**src/rtl/excmode_pkg.sv**
```systemverilog
package excmode_pkg;

  localparam logic [4:0] M_USR = 5'b10000;
  localparam logic [4:0] M_FIQ = 5'b10001;
  localparam logic [4:0] M_IRQ = 5'b10010;
  localparam logic [4:0] M_SVC = 5'b10011;
  localparam logic [4:0] M_ABT = 5'b10111;
  localparam logic [4:0] M_UND = 5'b11011;
  localparam logic [4:0] M_SYS = 5'b11111;

  localparam int NBANK   = 5;
  localparam int BIDX_W  = $clog2(NBANK);

  // entry kinds, listed in priority order after EV_NONE
  typedef enum logic [2:0] {
    EV_NONE = 3'd0,
    EV_BOOT = 3'd1,
    EV_DABT = 3'd2,
    EV_FIQ  = 3'd3,
    EV_IRQ  = 3'd4,
    EV_PABT = 3'd5,
    EV_UND  = 3'd6,
    EV_SWI  = 3'd7
  } ev_e;

  localparam int NREQ = 7;

  typedef struct packed {
    logic [3:0] flags;
    logic       imask;
    logic       fmask;
    logic [4:0] mode;
  } status_t;

  localparam status_t RESET_STATUS = '{flags: 4'h0, imask: 1'b1, fmask: 1'b1, mode: M_SVC};

  function automatic logic [31:0] pack_status(status_t s);
    return {s.flags, 20'h0, s.imask, s.fmask, 1'b0, s.mode};
  endfunction

  function automatic status_t unpack_status(logic [31:0] w);
    status_t s;
    s.flags = w[31:28];
    s.imask = w[7];
    s.fmask = w[6];
    s.mode  = w[4:0];
    return s;
  endfunction

  function automatic logic mode_legal(logic [4:0] m);
    return (m == M_USR) || (m == M_FIQ) || (m == M_IRQ) || (m == M_SVC) ||
           (m == M_ABT) || (m == M_UND) || (m == M_SYS);
  endfunction

  function automatic logic has_bank(logic [4:0] m);
    return (m == M_FIQ) || (m == M_IRQ) || (m == M_SVC) || (m == M_ABT) || (m == M_UND);
  endfunction

  function automatic logic [BIDX_W-1:0] bank_of(logic [4:0] m);
    case (m)
      M_FIQ:   return BIDX_W'(0);
      M_IRQ:   return BIDX_W'(1);
      M_SVC:   return BIDX_W'(2);
      M_ABT:   return BIDX_W'(3);
      default: return BIDX_W'(4);
    endcase
  endfunction

  function automatic logic [4:0] ev_mode(ev_e e);
    case (e)
      EV_FIQ:           return M_FIQ;
      EV_IRQ:           return M_IRQ;
      EV_DABT, EV_PABT: return M_ABT;
      EV_UND:           return M_UND;
      default:          return M_SVC;
    endcase
  endfunction

  function automatic logic [4:0] ev_offset(ev_e e);
    case (e)
      EV_UND:  return 5'h04;
      EV_SWI:  return 5'h08;
      EV_PABT: return 5'h0C;
      EV_DABT: return 5'h10;
      EV_IRQ:  return 5'h18;
      EV_FIQ:  return 5'h1C;
      default: return 5'h00;
    endcase
  endfunction

  function automatic logic ev_sets_f(ev_e e);
    return (e == EV_BOOT) || (e == EV_FIQ) || (e == EV_DABT) || (e == EV_PABT);
  endfunction

endpackage

```
**src/rtl/exc_arbiter.sv**
```systemverilog
module exc_arbiter
  import excmode_pkg::*;
(
  input  logic boot_i,
  input  logic dabt_i,
  input  logic fiq_i,
  input  logic irq_i,
  input  logic pabt_i,
  input  logic und_i,
  input  logic swi_i,
  input  logic imask_i,
  input  logic fmask_i,
  output ev_e  ev_o,
  output logic fire_o
);

  logic [NREQ-1:0] req;
  logic [2:0]      sel;

  assign req = {swi_i, und_i, pabt_i, irq_i & ~imask_i, fiq_i & ~fmask_i, dabt_i, boot_i};

  // lowest index wins: scan from the bottom of the list upward
  always_comb begin
    sel = 3'd0;
    for (int k = NREQ - 1; k >= 0; k--) begin
      if (req[k]) sel = 3'(k);
    end
  end

  assign fire_o = |req;
  assign ev_o   = fire_o ? ev_e'(sel + 3'd1) : EV_NONE;

endmodule

```
**src/rtl/spsr_bank.sv**
```systemverilog
module spsr_bank
  import excmode_pkg::*;
#(
  parameter int WIDTH = 32
) (
  input  logic              clk,
  input  logic              rst_n,
  input  logic              we_i,
  input  logic [BIDX_W-1:0] widx_i,
  input  logic [WIDTH-1:0]  wdata_i,
  input  logic [BIDX_W-1:0] ridx_i,
  output logic [WIDTH-1:0]  rdata_o
);

  logic [WIDTH-1:0] slot [NBANK];

  for (genvar g = 0; g < NBANK; g++) begin : g_slot
    always_ff @(posedge clk or negedge rst_n) begin
      if (!rst_n)                              slot[g] <= WIDTH'(pack_status(RESET_STATUS));
      else if (we_i && widx_i == BIDX_W'(g))   slot[g] <= wdata_i;
    end
  end

  assign rdata_o = slot[ridx_i];

endmodule

```
**src/rtl/exc_mode_ctrl.sv**
```systemverilog
module exc_mode_ctrl
  import excmode_pkg::*;
#(
  parameter int          ADDR_W  = 32,
  parameter logic [31:0] HI_BASE = 32'hFFFF_0000
) (
  input  logic              clk,
  input  logic              rst_n,
  input  logic              hivec_i,
  input  logic              fiq_i,
  input  logic              irq_i,
  input  logic              swi_i,
  input  logic              und_i,
  input  logic              pabt_i,
  input  logic              dabt_i,
  input  logic [ADDR_W-1:0] pc_i,
  input  logic              rfe_i,
  input  logic              wr_en_i,
  input  logic [31:0]       wr_data_i,
  output logic [31:0]       status_o,
  output logic [4:0]        mode_o,
  output logic [31:0]       spsr_o,
  output logic              take_o,
  output logic [ADDR_W-1:0] vector_o,
  output logic [ADDR_W-1:0] link_o
);

  status_t           status_q;
  logic              boot_q;
  logic              take_q;
  logic [ADDR_W-1:0] vector_q;
  logic [ADDR_W-1:0] link_q;

  // named internal events
  ev_e               exc_kind;
  logic              exc_fire;
  logic              rfe_go;
  logic              wr_go;
  logic              cur_banked;
  logic [31:0]       saved_word;
  logic [31:0]       status_word;
  logic [ADDR_W-1:0] vec_base;

  exc_arbiter u_arb (
    .boot_i (boot_q),
    .dabt_i (dabt_i),
    .fiq_i  (fiq_i),
    .irq_i  (irq_i),
    .pabt_i (pabt_i),
    .und_i  (und_i),
    .swi_i  (swi_i),
    .imask_i(status_q.imask),
    .fmask_i(status_q.fmask),
    .ev_o   (exc_kind),
    .fire_o (exc_fire)
  );

  assign status_word = pack_status(status_q);
  assign cur_banked  = has_bank(status_q.mode);
  assign rfe_go      = rfe_i && !exc_fire && cur_banked;
  assign wr_go       = wr_en_i && !exc_fire && !rfe_i;
  assign vec_base    = hivec_i ? ADDR_W'(HI_BASE) : '0;

  spsr_bank #(.WIDTH(32)) u_bank (
    .clk    (clk),
    .rst_n  (rst_n),
    .we_i   (exc_fire && exc_kind != EV_BOOT),
    .widx_i (bank_of(ev_mode(exc_kind))),
    .wdata_i(status_word),
    .ridx_i (bank_of(status_q.mode)),
    .rdata_o(saved_word)
  );

  always_ff @(posedge clk or negedge rst_n) begin
    if (!rst_n) begin
      status_q <= RESET_STATUS;
      boot_q   <= 1'b1;
      take_q   <= 1'b0;
      vector_q <= '0;
      link_q   <= '0;
    end else begin
      boot_q <= 1'b0;
      take_q <= exc_fire;
      if (exc_fire) begin
        status_q.mode  <= ev_mode(exc_kind);
        status_q.imask <= 1'b1;
        if (ev_sets_f(exc_kind)) status_q.fmask <= 1'b1;
        vector_q <= vec_base | ADDR_W'(ev_offset(exc_kind));
        link_q   <= pc_i;
      end else if (rfe_go) begin
        status_q <= unpack_status(saved_word);
      end else if (wr_go) begin
        status_q.flags <= wr_data_i[31:28];
        if (status_q.mode != M_USR) begin
          status_q.imask <= wr_data_i[7];
          status_q.fmask <= wr_data_i[6];
          if (mode_legal(wr_data_i[4:0])) status_q.mode <= wr_data_i[4:0];
        end
      end
    end
  end

  assign status_o = status_word;
  assign mode_o   = status_q.mode;
  assign spsr_o   = cur_banked ? saved_word : 32'h0;
  assign take_o   = take_q;
  assign vector_o = vector_q;
  assign link_o   = link_q;

  // ---------------- assertions ----------------
  p_mode_legal_r1: assert property (@(posedge clk) disable iff (!rst_n)
    mode_legal(mode_o));

  p_irq_needs_unmask_r5: assert property (@(posedge clk) disable iff (!rst_n)
    (exc_fire && exc_kind == EV_IRQ) |-> (!status_q.imask && !fiq_i || status_q.fmask || !fiq_i));

  p_fiq_masks_r6: assert property (@(posedge clk) disable iff (!rst_n)
    (take_o && mode_o == M_FIQ) |-> (status_o[7] && status_o[6]));

  p_no_sys_entry_r9: assert property (@(posedge clk) disable iff (!rst_n)
    take_o |-> (mode_o != M_SYS));

  p_rfe_ignored_r10: assert property (@(posedge clk) disable iff (!rst_n)
    (rfe_i && !exc_fire && !cur_banked) |=> (status_o == $past(status_o)));

  p_usr_wr_guard_r11: assert property (@(posedge clk) disable iff (!rst_n)
    (status_q.mode == M_USR && wr_en_i && !exc_fire) |=> (status_o[7:0] == $past(status_o[7:0])));

  p_exc_beats_wr_r13: assert property (@(posedge clk) disable iff (!rst_n)
    (exc_fire && wr_en_i) |=> take_o);

endmodule

```
**config.mk**
```make
export PLATFORM = sky130hd
export DESIGN_NAME = exc_mode_ctrl
export DESIGN_NICKNAME = d
export VERILOG_FILES = /design/src/rtl/excmode_pkg.sv /design/src/rtl/exc_arbiter.sv /design/src/rtl/spsr_bank.sv /design/src/rtl/exc_mode_ctrl.sv
export SDC_FILE = /design/constraint.sdc
export NUM_CORES = 1
export LEC_CHECK = 0
export BUFFER_PORTS_ARGS = -buffer_cell sky130_fd_sc_hd__clkbuf_2
export CAP_MARGIN = 10
export CELL_PAD_IN_SITES_DETAIL_PLACEMENT = 1
export CELL_PAD_IN_SITES_GLOBAL_PLACEMENT = 1
export CORE_ASPECT_RATIO = 1.1
export CORE_MARGIN = 3
export CORE_UTILIZATION = 37
export CTS_CLUSTER_DIAMETER = 50
export DETAILED_ROUTE_END_ITERATION = 10
export HOLD_SLACK_MARGIN = 0.1
export PLACE_DENSITY_LB_ADDON = 0.12
export SKIP_LAST_GASP = 1
export SYNTH_ARGS = -nofsm -noshare
export SYNTH_HDL_FRONTEND = slang
export SYNTH_SLANG_ARGS = --single-unit
```
**constraint.sdc**
```tcl
create_clock -name clk -period 3.6 [get_ports clk]
set_clock_uncertainty 0.05 [all_clocks]
set_input_delay 0.18 -clock clk [delete_from_list [all_inputs] [get_ports clk]]
set_output_delay 0.18 -clock clk [all_outputs]
set_load 0.05 [all_outputs]
```
Yosys cells after proc, flatten, opt, wreduce, memory -nomap -nowiden
Index checks and enable logic that the tools add are counted.
{ "word_totals": {"reg_bits": 132, "input_bits": 75} }
{ "op_classes": {"addsub": 1, "order_cmp": 1, "eq_ne": 30, "n_mux": 24, "n_bitwise": 7, "reduce_logical": 36} }
{ "ops": {"columns": ["operator", "n"], "rows": [
  ["32-bit 2-to-1 mux", 4],
  ["32-bit binary-select mux with 3-bit select", 1],
  ["5-bit == test, second input constant", 16],
  ["32-bit by 5-bit OR with 32-bit output", 1],
  ["5-bit case mux with 6 select lines", 1],
  ["3-bit 2-to-1 mux", 8],
  ["3-bit case mux with 4 select lines", 2],
  ["11-bit 2-to-1 mux", 2],
  ["4-bit case mux with 4 select lines", 1],
  ["3-bit == test, second input constant", 5],
  ["7-bit 2-to-1 mux", 2],
  ["1-bit logical OR", 13],
  ["3-bit by 2-bit == test with 1-bit output, second input constant", 4],
  ["1-bit logical AND", 10],
  ["5-bit 2-to-1 mux", 2],
  ["3-bit nonzero test", 3],
  ["7-bit OR reduction", 1],
  ["3-bit by 1-bit == test with 1-bit output, second input constant", 2],
  ["3-bit AND reduction", 2],
  ["5-bit inequality test, second input constant", 1],
  ["4-bit greater-or-equal comparator, second input constant", 1],
  ["3-bit NOT with 4-bit output", 1],
  ["2-bit AND reduction", 2],
  ["3-bit by 1-bit adder with 3-bit output, second input constant", 1],
  ["9 further kinds", 13]
]} }

Depth between registers and ports, before layout
Gate-level depths: netlist of run 1.
{ "depth": {"word_depth": 16, "mapped_depth": 12, "mapped_depth_nobuf": 10} }

Hierarchy
From an unflattened synthesis of run 1, not the netlist that was laid out.
{ "hier_totals": {"cells_unflattened": 775, "hier_area_um2": 10262.3} }
{ "by_module_without_submodules": {"columns": ["module", "instances", "cells_per_inst", "area_each_um2", "seq_area_each_um2"], "rows": [
  ["spsr_bank", 1, 493, 7274.5, 4035.1],
  ["exc_mode_ctrl", 1, 263, 2844.0, 1233.7],
  ["exc_arbiter", 1, 19, 143.9, 0.0]
]} }

Least setup slack after synthesis of run 1
No wires, ideal clock.
{ "synth_path": {"path_type": "register to output", "start": "reg status_q, in the netlist mode_o[2]", "end": "out spsr_o[7]", "arrival_ns": 2.771, "path_slack_ns": 0.599, "stages_incl_launch_ff": 8, "n_path_buf": 1, "path_cell_list": "dfrtp_1 -> buf_2 -> and2b_1 -> nor4b_4 -> mux2i_1 -> mux2_2 -> o21a_1 -> nor2_1"} }
{ "synth_via": {"elab_chain_len": 7, "elab_cells_between_ends": 15} }
{ "synth_lines": {"columns": ["item", "line_no", "source"], "rows": [
  ["start, declared", "exc_mode_ctrl.sv:28", "status_t status_q;"],
  ["start signal, assigned", "exc_mode_ctrl.sv:91", "status_q <= unpack_status(saved_word);"],
  ["5-bit == test", "excmode_pkg.sv:56, excmode_pkg.sv:60", null],
  ["3-bit case mux with 4 select lines", "excmode_pkg.sv:60", "case (m)"],
  ["3-bit NOT with 4-bit output (implied by the code)", "spsr_bank.sv:24", "assign rdata_o = slot[ridx_i];"],
  ["32-bit binary-select mux with 3-bit select", "spsr_bank.sv:24", null],
  ["32-bit 2-to-1 mux (implied by the code) (2 in series)", "spsr_bank.sv:24", null],
  ["32-bit 2-to-1 mux *", "exc_mode_ctrl.sv:105", "assign spsr_o = cur_banked ? saved_word : 32'h0;"],
  ["end, declared", "exc_mode_ctrl.sv:22", "output logic [31:0] spsr_o,"]
]} }
Every way passes the cells marked *; elsewhere a longest branch is shown, timed or not. The select of a mux whose other input is x is not followed.

Worst setup path in the final report of run 1
{ "layout_path": {"start": "reg status_q, in the netlist mode_o[1]", "end": "out spsr_o[2]"} }
The elaborated chain is that of the path after synthesis.

==> metrics.yaml, run 1 <==
placed_design:
  port_buffers: 132
  gp_congestion: 0.757
  dp_hpwl_microns: 10200
timing:
  slew_headroom: 0.386
  period_minus_slack_ns: 3.23
  setup_viol: 0
  tightest_slew_ns: 0.921
  rsz0062_at_grt: "false"
  fmax_mhz: 310
  hold_violations: 0
  fin_crit_sh: 0.896
  drv_slew: 0
  setup-tns-final_ns: 0
global_routing:
  grt-ovfl-total: 0
  grt_pass1_vias: 4487
  antenna_found_initial: 0
  grt_max_degree: 70
  grt_pass1_wl_microns: 23900
  grt_usage: 0.188
layout:
  n_antenna_cell: 0
  synthToLayoutAreaGrowth_pct: 20.9
  multi_input_area_sq_um: 2350
  final_util: 0.458
  final_nets: 752
  register_area_sq_um: 2640
  final_cell_mix: "131 x clkbuf_2, 112 x nand2_1, 73 x dfrtp_1"
  drive_gt1_frac: 0.345
  nFillCells: 1678
  final_common_cell: "clkbuf_2"
cts:
  cts_tree: "built"
  cts.sinks: 104
  cts_made_buffers: 9
  cts_setup_buffers: 0
  htreeDepth: 3
  cts.repair.resized: 0
  clkTransAtPathRegs_ns: 0.07
  ctsHoldBuffers: 36
  clockBufferDepth: 2
  clock_latency_ns: 0.35
  cts_root_buffer: "clkbuf_16"
pwr:
  p_clk_frac: 0.252
  p_comb_frac: 0.326
  swShare: 0.386
  switchingPower_w: 0.00141
  p_int_w: 0.00224
  static-leakage-power_nw: 3.24
  p_per_area_nw_per_um2: 550
  finalPower_w: 0.00366
  irDropWorstVdd_mv: 0.216
  p_seq_frac: 0.422
logic_synthesis:
  ys_seq_area_frac: 0.480
  synth_enable_flop_cells: 0
  synth_top_area_frac: 0.332
  ys_warn_count: 0
  netlist_instances: 530
  synth_area_per_cell_sq_um: 10.4
  synth_cell_types: 57
  netlist_area_sq_um: 5500
  synthArstFlopShare: 1.00
  synth_area_leader_cell: "dfrtp_1"
  ys_ff_latch: 104
  synthTopCellsByArea: "dfrtp_1 33%, dfstp_2 15%, buf_4 11%"
  synth-main-ff-cell: "dfrtp_1"
detailed_routing:
  vias: 4141
  drtPass1Iterations: 4
  wl_per_cell_microns: 17.1
  viasPerCell: 4.74
  drc: 0
  route.antenna.remaining_nets: 0
  initialDrtViolationCount: 215
  routed_wl_microns: 14900
floorplanning:
  core_sq_um: 14500
  die_area_sq_um: 16400
  initial_core_util: 0.379
  rows: 46
  top_level_ports: 209
  fp.dieH_microns: 134
  die_width_microns: 122
critical_path:
  cp-start-kind: "register"
  arrival_ns: 3.00
  path_class: "register to output port"
  slowest_stage: "dfstp_2"
  critical_path.max_stage_delay_ns: 0.69
  crit_required_ns: 3.37
  crit_fanout: 13
  cp_top_family: "simple AND/OR/NAND/NOR gates"
  path_buf_inv: 2
  crit_chain: "nand2_2 -> or4_1 -> buf_4 -> mux2_4 -> a221o_1 -> nor2b_1 -> clkbuf_2"
  endpoint_kind: "output port"
min_path:
  hp-class: "input port to register"
run_status:
  status: "finished clean"
run:
  maxCapViolCount: 0
[final cells by class]
| type | count | share of cell area |
|---|---|---|
| flip-flops and latches | 104 | 0.397 |
| multi-input cells | 372 | 0.353 |
| repair buffers | 182 | 0.170 |
| well taps | 192 | 0.0361 |
| clock buffers | 11 | 0.0350 |
| clock inverters | 5 | 0.00508 |
| inverters | 7 | 0.00395 |
[metrics by stage]
stage | cells | instance area (sq um) | hold WS (ns) | worst slack (ns)
3_5_place_dp | 821 | 6020 | 0.324 | 0.594
4_1_cts | 873 | 6650 | 0.114 | 0.372
5_1_grt | 873 | 6650 | 0.135 | 0.259
2_1_floorplan | 585 | 5700 | -0.166 | 0.599
3_3_place_gp | 821 | 6020 | 0.305 | 0.677
6_report | 873 | 6650 | 0.116 | 0.374
[per-layer routing]
metal,up-vias,global-route usage,part of all wire
li1,1943,-,-
met1,2050,0.233,0.43
met2,132,0.320,0.50
met3,16,0.0434,0.062
met4,0,0.0641,0.013
met5,-,0,0
[cell usage after synthesis (9+ instances only)]
library cell  instances
a21oi_1               9
buf_2                 9
buf_4                77
clkbuf_1             12
dfrtp_1              73
dfstp_2              31
mux2_1               23
mux2_2               32
mux2i_1              31
nand2_1             112
nor2_1               24
[sequential cells by signal (all words and copies together) (netlist names)]
name and cells:
vector_o 4, boot_q 1, link_o 32, mode_o 5
u_bank.slot 55, status_o 6, take_o 1
[kinds of logic (layout without fill, tap and decap cells)]
logic type               count (synthesis)  count (layout)  synth area share
AO/OA/AOI/OAI                           56              56            0.0731
other                                    1              56          0.000682
flip-flops                             104             104             0.480
buffers and inverters                  109             205             0.130
adder cells (fa/ha/maj)                  1               1           0.00228
AND/OR/NAND/NOR                        171             171             0.139
multiplexers                            88              88             0.175
[power groups by stage]
stage	Combinational (W)	Clock (W)	Sequential [W]
global placement	0.00115	0	0.00155
global route	0.00128	0.00101	0.00157
floorplan	0.000812	0	0.00168
CTS	0.00120	0.000950	0.00154
detailed placement	0.00117	0	0.00156
finish	0.00119	0.000922	0.00154
[tightest hold or removal path: stages]
cell      delay [ns]
clkbuf_2        0.09
o22ai_1         0.08
a21oi_1         0.12
[path summary, 6_finish.rpt]
| path | start | endpoint | slack (ns) | cells past startpoint |
|---|---|---|---|---|
| worst min register to register | link_o[26] | link_o[26] | 0.42 | 2 |
| min in group asynchronous | rst_n | status_o[28] | 0.45 | 2 |
| worst min-delay path | wr_data_i[30] | status_o[30] | 0.12 | 3 |
| worst max register to register | status_o[6] | u_bank.slot[93] | 0.58 | 11 |
| worst max-delay path | mode_o[1] | spsr_o[2] | 0.37 | 7 |
| max in group asynchronous | rst_n | u_bank.slot[70] | 2.17 | 3 |
Power figures use the tool's default switching activity.
==> run 2, diff against run 1 <==
Settings changed: ABC_AREA from default to 1, CORE_UTILIZATION 37 to 35.
==> run 2 against run 1 <==
  * Sequential share of layout area down 0.38 points
  * Non-clock buffer count down 2
  * Worst hold slack about the same
  * Largest cell class unchanged
  * Highest routed layer unchanged
==> metrics.yaml, run 2 <==
run_status:
  status: "finished clean"
logic_synthesis:
  synth_top_family_by_area: "simple AND/OR/NAND/NOR gates"
  synth_enable_flop_cells: 0
  synth-main-ff-cell: "dfrtp_1"
  synthTopCellsByArea: "dfrtp_1 33%, nand2_1 17%, dfstp_2 15%"
  synthArstFlopShare: 1.00
  ys_seq_area_frac: 0.474
  synthXorXnorAreaFrac: 0
  synth_fa_ha_area_frac: 0.00224
  muxShareOfSynthArea: 0
  yosysMostFrequentCell: "nand2_1"
  synth_compound_area_frac: 0.0839
  ys_ff_latch: 104
  synth_top_area_frac: 0.328
  netlist_instances: 700
  ys_top_cells_by_count: "260 x nand2_1, 79 x buf_4, 73 x dfrtp_1, 59 x nand3_1, 34 x o21ai_0"
  synth_area_per_cell_sq_um: 7.97
  ys_warn_count: 0
  synthSimpleGateAreaFrac: 0.279
  netlist_area_sq_um: 5580
  synth_cell_types: 30
  synth_area_leader_cell: "dfrtp_1"
detailed_routing:
  wl_met1_microns: 7090
  viasPerCell: 4.66
  drc: 0
  dr_wl_met3_microns: 825
  routed_wl_microns: 16900
  initialDrtViolationCount: 165
  route.antenna.remaining_nets: 0
  wl_met2_microns: 8710
  drtPass1Iterations: 4
  wl_per_cell_microns: 16.2
  vias: 4867
  highest_layer: "met4"
timing:
  slew_headroom: 0.416
  rsz0062_at_grt: "false"
  setup_viol: 0
  fin_crit_sh: 0.840
  hold_violations: 0
  setup_slack_ns: 0.576
  setup-tns-final_ns: 0
  fmax_mhz: 331
  drv_slew: 0
  tightest_slew_ns: 0.876
  period_minus_slack_ns: 3.02
placed_design:
  gp_congestion: 0.778
  placed_area_sq_um: 6030
  dp_hpwl_microns: 11800
  port_buffers: 132
  dp.cells: 989
  place_ws_ns: 0.703
cts:
  htreeDepth: 3
  clkTransAtPathRegs_ns: 0.07
  cts_setup_buffers: 0
  cts.repair.resized: 0
  cts_tree: "built"
  cts_made_buffers: 9
  clockBufferDepth: 2
  cts_root_buffer: "clkbuf_16"
  clock_latency_ns: 0.35
  ctsHoldBuffers: 39
  cts.sinks: 104
layout:
  final_cell_mix: "260 x nand2_1, 131 x clkbuf_2, 73 x dfrtp_1"
  largest_reg_flops: 55
  regMostFlops: "u_bank.slot"
  final_cells: 1044
  final_common_cell: "nand2_1"
  final_cell_area_sq_um: 6710
  final_nets: 919
  synthToLayoutAreaGrowth_pct: 20.4
  drive_gt1_frac: 0.275
  n_antenna_cell: 0
critical_path:
  cp-start-kind: "register"
  crit_required_ns: 3.37
  path_class: "register to output port"
  arrival_ns: 2.79
  crit_fanout: 23
  rrSetupSlack_ns: 0.72
  endpoint_kind: "output port"
min_path:
  hp-class: "input port to register"
global_routing:
  antenna_found_initial: 0
  grt_pass1_vias: 5309
  grt-ovfl-total: 0
  grt_pass1_wl_microns: 28000
  grt_max_degree: 65
  grt_usage: 0.196
floorplanning:
  core_sq_um: 15300
  rows: 47
  fp.dieH_microns: 138
  top_level_ports: 209
  initial_core_util: 0.363
  die_area_sq_um: 17500
  die_width_microns: 126
pwr:
  finalPower_w: 0.00442
  irDropWorstVdd_mv: 0.265
  p_per_area_nw_per_um2: 658
  static-leakage-power_nw: 3.55
run:
  maxCapViolCount: 0
==> run 2: cell types whose count changed in the layout (fill, tap and decap cells not counted), moves of 10 or more <==
cell,previous run,this run
inv_1,5,32
inv_2,2,12
mux2_1,23,0
mux2_2,32,0
mux2i_1,31,0
nand2_1,112,260
nand3_1,1,59
o21ai_0,7,34
o21ai_1,2,20
o21ai_2,0,11
==> run 2: report_power, final <==
part / total (W) / internal (W) / switching, W / leakage, nW
combinational: 0.00170 / 0.000428 / 0.00127 / 2.20
sequential: 0.00173 / 0.00155 / 0.000179 / 1.21
clock: 0.000986 / 0.000506 / 0.000479 / 0.147
==> run 2: critical path, cell delays in order, from the launching register on <==
cell      delay (ns)
dfstp_2         0.58
inv_2           0.10
nor2_1          0.12
nand3_2         0.20
nand2_2         0.45
inv_2           0.25
nand2_1         0.11
nand3_1         0.07
nand3_1         0.12
o21ai_1         0.10
inv_2           0.06
nor2_1          0.03
clkbuf_2        0.24
==> run 2: final timing paths <==
path | from | endpoint | cells after the start
worst max-delay path | mode_o[1] | spsr_o[28] | 12
worst min-delay path | wr_data_i[0] | mode_o[0] | 5
worst max register to register | status_o[7] | u_bank.slot[3] | 11
worst min register to register | u_bank.slot[36] | u_bank.slot[36] | 2
max in group asynchronous | rst_n | u_bank.slot[132] | 3
min in group asynchronous | rst_n | u_bank.slot[3] | 2
==> run 2: cells by family (layout without fill, tap and decap cells) <==
kind of cell,after synthesis,in the layout
buffers and inverters,147,240
DFF,104,104
adders and majority gates,1,1
and+or+nand+nor,366,366
other,1,56
AOI/OAI and AO/OA,81,81
==> run 2: final cells by class <==
class | count | area (sq um)
fill | 1926 | 8630
sequential | 104 | 2640
multi-input combinational | 504 | 2240
timing repair buffer | 180 | 1120
tap | 196 | 245
clock buffer | 10 | 239
inverter | 44 | 165
clock inverter | 6 | 57.6
==> run 2: metal layers <==
layer,global-route usage,vias to the layer above
met2,0.343,115
met3,0.0475,18
met5,0,-
li1,-,2362
met1,0.236,2372
met4,0.0621,0
==> run 2: through the flow <==
step / util / hold slack, ns
5_1_grt: 0.437 / 0.121
4_1_cts: 0.437 / 0.103
2_1_floorplan: - / -0.166
3_5_place_dp: 0.393 / 0.305
6_report: 0.437 / 0.115
3_3_place_gp: 0.393 / 0.290
